`src/rtl/aer_mc_pkg.sv`:
```
package aer_mc_pkg;
  localparam int WORD_W = 32;
  localparam int PRE_W  = 2;
  localparam int HALF_W = 8;
  localparam logic [PRE_W-1:0] PREAMBLE = 2'b10;

  typedef enum logic [2:0] {
    ST_IDLE,
    ST_SHIFT,
    ST_WAIT_HI,
    ST_WAIT_LO,
    ST_RELEASE
  } ser_state_t;
endpackage

```
`src/rtl/aer_mc_halfbit_timer.sv`:
```
module aer_mc_halfbit_timer #(
  parameter int HALF_W = 8
) (
  input  logic              clk,
  input  logic              rst_n,
  input  logic              load,
  input  logic              run,
  input  logic [HALF_W-1:0] half_cfg,
  output logic              tick
);
  logic [HALF_W-1:0] len_q;
  logic [HALF_W-1:0] cnt_q;
  logic              at_end;

  assign at_end = (cnt_q == len_q - HALF_W'(1));
  assign tick   = run && at_end;

  always_ff @(posedge clk or negedge rst_n) begin
    if (!rst_n) begin
      len_q <= HALF_W'(1);
      cnt_q <= '0;
    end else if (load) begin
      len_q <= (half_cfg == '0) ? HALF_W'(1) : half_cfg;
      cnt_q <= '0;
    end else if (run) begin
      cnt_q <= at_end ? '0 : cnt_q + HALF_W'(1);
    end else begin
      cnt_q <= '0;
    end
  end
endmodule

```
`src/rtl/aer_mc_shifter.sv`:
```
module aer_mc_shifter
  import aer_mc_pkg::*;
#(
  parameter int DATA_W = WORD_W,
  parameter int LEAD_W = PRE_W,
  parameter logic [LEAD_W-1:0] LEAD = PREAMBLE
) (
  input  logic              clk,
  input  logic              rst_n,
  input  logic              load,
  input  logic [DATA_W-1:0] word,
  input  logic              active,
  input  logic              tick,
  output logic              ser,
  output logic              last
);
  localparam int FRAME_W = LEAD_W + DATA_W;
  localparam int IDX_W   = $clog2(FRAME_W);

  logic [FRAME_W-1:0] sreg_q;
  logic [IDX_W-1:0]   idx_q;
  logic               second_q;
  logic               cur_bit;

  assign cur_bit = sreg_q[FRAME_W-1];
  assign ser     = active && (second_q ? cur_bit : !cur_bit);
  assign last    = tick && second_q && (idx_q == IDX_W'(FRAME_W - 1));

  always_ff @(posedge clk or negedge rst_n) begin
    if (!rst_n) begin
      sreg_q   <= '0;
      idx_q    <= '0;
      second_q <= 1'b0;
    end else if (load) begin
      sreg_q   <= {LEAD, word};
      idx_q    <= '0;
      second_q <= 1'b0;
    end else if (active && tick) begin
      if (second_q) begin
        sreg_q   <= {sreg_q[FRAME_W-2:0], 1'b0};
        idx_q    <= idx_q + IDX_W'(1);
        second_q <= 1'b0;
      end else begin
        second_q <= 1'b1;
      end
    end
  end
endmodule

```
`src/rtl/aer_mc_link_fsm.sv`:
```
module aer_mc_link_fsm
  import aer_mc_pkg::*;
(
  input  logic clk,
  input  logic rst_n,
  input  logic ev_req,
  input  logic link_ack,
  input  logic last,
  output logic load,
  output logic shifting,
  output logic ev_ack,
  output logic link_req
);
  ser_state_t st_q, st_d;
  logic ack_q, ack_d, lreq_q, lreq_d;

  assign load     = (st_q == ST_IDLE) && ev_req;
  assign shifting = (st_q == ST_SHIFT);
  assign ev_ack   = ack_q;
  assign link_req = lreq_q;

  always_comb begin
    st_d   = st_q;
    ack_d  = ack_q;
    lreq_d = lreq_q;
    unique case (st_q)
      ST_IDLE: if (ev_req) begin
        st_d   = ST_SHIFT;
        ack_d  = 1'b1;
        lreq_d = 1'b1;
      end
      ST_SHIFT:   if (last) st_d = ST_WAIT_HI;
      ST_WAIT_HI: if (link_ack) begin
        st_d   = ST_WAIT_LO;
        lreq_d = 1'b0;
      end
      ST_WAIT_LO: if (!link_ack) st_d = ST_RELEASE;
      ST_RELEASE: if (!ev_req) begin
        st_d  = ST_IDLE;
        ack_d = 1'b0;
      end
      default: st_d = ST_IDLE;
    endcase
  end

  always_ff @(posedge clk or negedge rst_n) begin
    if (!rst_n) begin
      st_q   <= ST_IDLE;
      ack_q  <= 1'b0;
      lreq_q <= 1'b0;
    end else begin
      st_q   <= st_d;
      ack_q  <= ack_d;
      lreq_q <= lreq_d;
    end
  end
endmodule

```
`src/rtl/aer_mc_serializer.sv`:
```
module aer_mc_serializer
  import aer_mc_pkg::*;
#(
  parameter int DW = WORD_W,
  parameter int HW = HALF_W
) (
  input  logic          clk,
  input  logic          rst_n,
  input  logic [HW-1:0] half_cycles,
  input  logic          ev_req,
  input  logic [DW-1:0] ev_word,
  output logic          ev_ack,
  output logic          ser_out,
  output logic          link_req,
  input  logic          link_ack
);
  logic load, shifting, tick, last;

  aer_mc_link_fsm u_fsm (
    .clk(clk), .rst_n(rst_n), .ev_req(ev_req), .link_ack(link_ack),
    .last(last), .load(load), .shifting(shifting),
    .ev_ack(ev_ack), .link_req(link_req)
  );

  aer_mc_halfbit_timer #(.HALF_W(HW)) u_timer (
    .clk(clk), .rst_n(rst_n), .load(load), .run(shifting),
    .half_cfg(half_cycles), .tick(tick)
  );

  aer_mc_shifter #(.DATA_W(DW)) u_shift (
    .clk(clk), .rst_n(rst_n), .load(load), .word(ev_word),
    .active(shifting), .tick(tick), .ser(ser_out), .last(last)
  );
endmodule

```
`config.mk`:
```
export PLATFORM = sky130hd
export DESIGN_NAME = aer_mc_serializer
export DESIGN_NICKNAME = d
export VERILOG_FILES = /design/src/rtl/aer_mc_pkg.sv /design/src/rtl/aer_mc_halfbit_timer.sv /design/src/rtl/aer_mc_shifter.sv /design/src/rtl/aer_mc_link_fsm.sv /design/src/rtl/aer_mc_serializer.sv
export SDC_FILE = /design/constraint.sdc
export NUM_CORES = 1
export LEC_CHECK = 0
export BUFFER_PORTS_ARGS = -buffer_cell sky130_fd_sc_hd__buf_2
export CORE_MARGIN = 2
export CORE_UTILIZATION = 57
export CTS_CLUSTER_DIAMETER = 50
export DETAILED_ROUTE_END_ITERATION = 10
export PLACE_DENSITY_LB_ADDON = 0.08
export SKIP_CTS_REPAIR_TIMING = 1
export SYNTH_ARGS = -nofsm -noshare
export SYNTH_HDL_FRONTEND = slang
export SYNTH_SLANG_ARGS = --single-unit
```
`constraint.sdc`:
```
create_clock -name clk -period 3.1 [get_ports clk]
set_input_delay 0.465 -clock clk [delete_from_list [all_inputs] [get_ports clk]]
set_output_delay 0.465 -clock clk [all_outputs]
set_load 0.01 [all_outputs]
```
==> impl_metrics.ini <==
[synthesis]
synth_most_common_cell = dfrtp_1
syn-num-nets = 426
synth-edff-count = 0
synth-main-ff-cell = dfrtp_1
yosysTopAreaCellShare_pct = 46.0
synth_warnings = 0
synth_cell_types = 46
postSynthAreaPerCell_um2 = 8.77
ys_seq_area_share_pct = 46.8
syn-cell-area_mm2 = 0.00332
synth-seq-cells = 62
syn_inst = 378
synthTopCellsByArea = dfrtp_1 (46%), o21ai_0 (6.8%), a31oi_1 (6.2%)
synth_area_leader_cell = dfrtp_1
async_flop_share_pct = 100
synthTopCellsByCount = dfrtp_1 (61), nor2_1 (52), o21ai_0 (45), a31oi_1 (33), nand4_1 (32)

[place]
dp.cells = 473
placed_cell_area_mm2 = 0.00358
finalWeightedCongestion = 0.838
place_hpwl_mm = 4.87
port_buffers = 46

[route]
viasPerCell = 6.03
drcViolationCount = 0
wl_mm = 7.32
dr_wl_met2_mm = 3.35
wl_per_cell_um = 15.0
route.met3.wl_um = 337
wl_met1_mm = 3.50
dr.pass1.iters = 4
dr_total_vias = 2949
topRoutingLayerUsed = met4
first_iter_violations = 238
drtAntennaViolNets = 0

[sta]
hold_viol = 0
relSlewSlack_pct = 44.5
period_needed_ns = 2.72
clock.fmax_ghz = 0.367
setup_viol = 0
clock_skew_ns = 0.00744
rsz0062_at_grt = false
period_share_pct = 87.8
tightest_slew_ns = 0.828
drv_slew = 0
fin_tns_setup_ns = 0

[cts]
cts_tree = done
cts_root_buf = clkbuf_8
clock_latency_ns = 0.34
clockBufferDepth = 2
clkSinkCount = 62
cts_buffers = 9
clkTransAtPathRegs_ns = 0.07
h-tree-depth = 3

[die]
io_pins = 47
die_h_um = 80.3
start_util_pct = 59.5
die_x_um = 80.3
core_mm2 = 0.00557
placementRows = 27
die_area_mm2 = 0.00645

[pwr]
ir_worst_vdd_uv = 460
leakagePower_uw = 0.00159
p_sw_share_pct = 36.7
seqPwrFrac_pct = 45.3
p_sw_uw = 1090
power.density_mw_per_mm2 = 784
internal_power_uw = 1880
p_comb_share_pct = 30.6
clockPowerShare_pct = 24.1

[setup_path]
cp_slowest_stage_delay_ns = 0.60
cp_data_required_time_ns = 3.37
cp-start-kind = flop
r2r_cells = 7
critPathKind = flop to flop
path_delay_family = simple AND/OR/NAND/NOR gates
cp_num_cells = 7
cp_slowest_cell = or4_1
r2r_setup_slack_ns = 0.38
arrival_ns = 3.00
cp.buffers_inverters = 1
critPathMaxFanout = 24
path_cells = inv_1 > ha_1 > xor2_1 > o31ai_1 > nand3_2 > or4_1 > a21oi_1
end_kind = flop

[grt]
antenna_found_initial = 0
overflow = 0
grt_max_degree = 53
grt_usage_pct = 25.4
grt_pass1_wl_mm = 12.7
grt_pass1_vias = 2733

[layout]
design_area_mm2 = 0.00378
drive_above_1_share_pct = 19.7
area_growth_pct = 14.1
fillers = 479
postLayoutCoreUtil_pct = 67.9
seqCellArea_mm2 = 0.00155
multi_input_area_mm2 = 0.00161
stdcell_count = 489
nets = 460
diodes = 0

[run]
max_cap_violations = 0

[run_status]
status = finished clean

[hold_path]
hp-class = primary input to asynchronous set/reset pin
-- registers in the layout (all words and copies together) (netlist names) --
| signal | count |
|---|---|
| u_fsm.st_q | 3 |
| u_shift.second_q | 1 |
| u_fsm.ev_ack | 1 |
| u_fsm.link_req | 1 |
| u_timer.len_q | 8 |
| u_shift.idx_q | 6 |
| u_timer.cnt_q | 8 |
| u_shift.sreg_q | 34 |
-- cell families (layout without fill, tap and decap cells) --
family | after synthesis | after routing | share of synthesized area, %
AO/OA/AOI/OAI | 102 | 102 | 18.3
XOR/XNOR | 17 | 17 | 4.49
adder cells (fa/ha/maj) | 4 | 4 | 1.51
buffers and inverters | 40 | 79 | 4.94
flip-flops | 62 | 62 | 46.8
AND/OR/NAND/NOR | 153 | 153 | 24.0
-- area by class of cell --
cell class / instances / area share (%)
multi-input cells: 276 / 42.4
flip-flops and latches: 62 / 41.0
clock inverters: 5 / 1.55
clock buffers: 11 / 3.74
inverters: 6 / 0.595
repair buffers: 57 / 8.26
well taps: 72 / 2.38
-- power by group through the flow --
stage	Sequential (uW)	Clock [uW]	Combinational, uW
floorplan	1270	0	720
global placement	1340	0	876
detailed placement	1350	0	913
CTS	1340	730	914
global route	1380	759	1050
finish	1340	715	909
-- per-layer routing --
metal,vias up,track usage [%]
met5,-,0
met2,81,37.9
met1,1412,36.1
li1,1444,-
met3,12,4.27
met4,0,11.9
-- stage by stage --
stage	setup WS, ns	hold WS [ns]	power [uW]
global placement	0.478	0.445	2220
finish	0.378	0.0714	2970
detailed placement	0.373	0.454	2270
global route	0.119	0.108	3200
floorplan	0.845	0.169	1990
CTS	0.369	0.0784	2990
-- path summary, 6_finish.rpt --
check                                   end             start
max                        u_shift.idx_q[5]  u_timer.len_q[0]
min                        u_timer.cnt_q[5]             rst_n
max reg2reg                u_shift.idx_q[5]  u_timer.len_q[0]
min reg2reg                    u_fsm.ev_ack      u_fsm.ev_ack
max in group asynchronous  u_shift.second_q             rst_n
min in group clk           u_timer.len_q[5]    half_cycles[5]
-- cells in the final DEF, fill, tap and decap left out, types with 2 or more instances in the layout --
cell type | Yosys | routed
dfrtp_1 | 61 | 61
nor2_1 | 52 | 52
buf_2 | 6 | 46
o21ai_0 | 45 | 45
a31oi_1 | 33 | 33
nand4_1 | 32 | 32
nand2_1 | 29 | 29
buf_4 | 1 | 11
xor2_1 | 10 | 10
clkbuf_8 | 0 | 10
a21oi_1 | 9 | 9
nand3_1 | 9 | 9
xnor2_1 | 7 | 7
o31ai_1 | 7 | 7
inv_1 | 6 | 6
or4_1 | 5 | 5
ha_1 | 4 | 4
and2_1 | 3 | 3
and4_1 | 2 | 2
nor3_2 | 1 | 2
and3_1 | 2 | 2
nor4_1 | 2 | 2
or3_1 | 3 | 2
clkinvlp_4 | 0 | 2
Power figures use the tool's default switching activity.
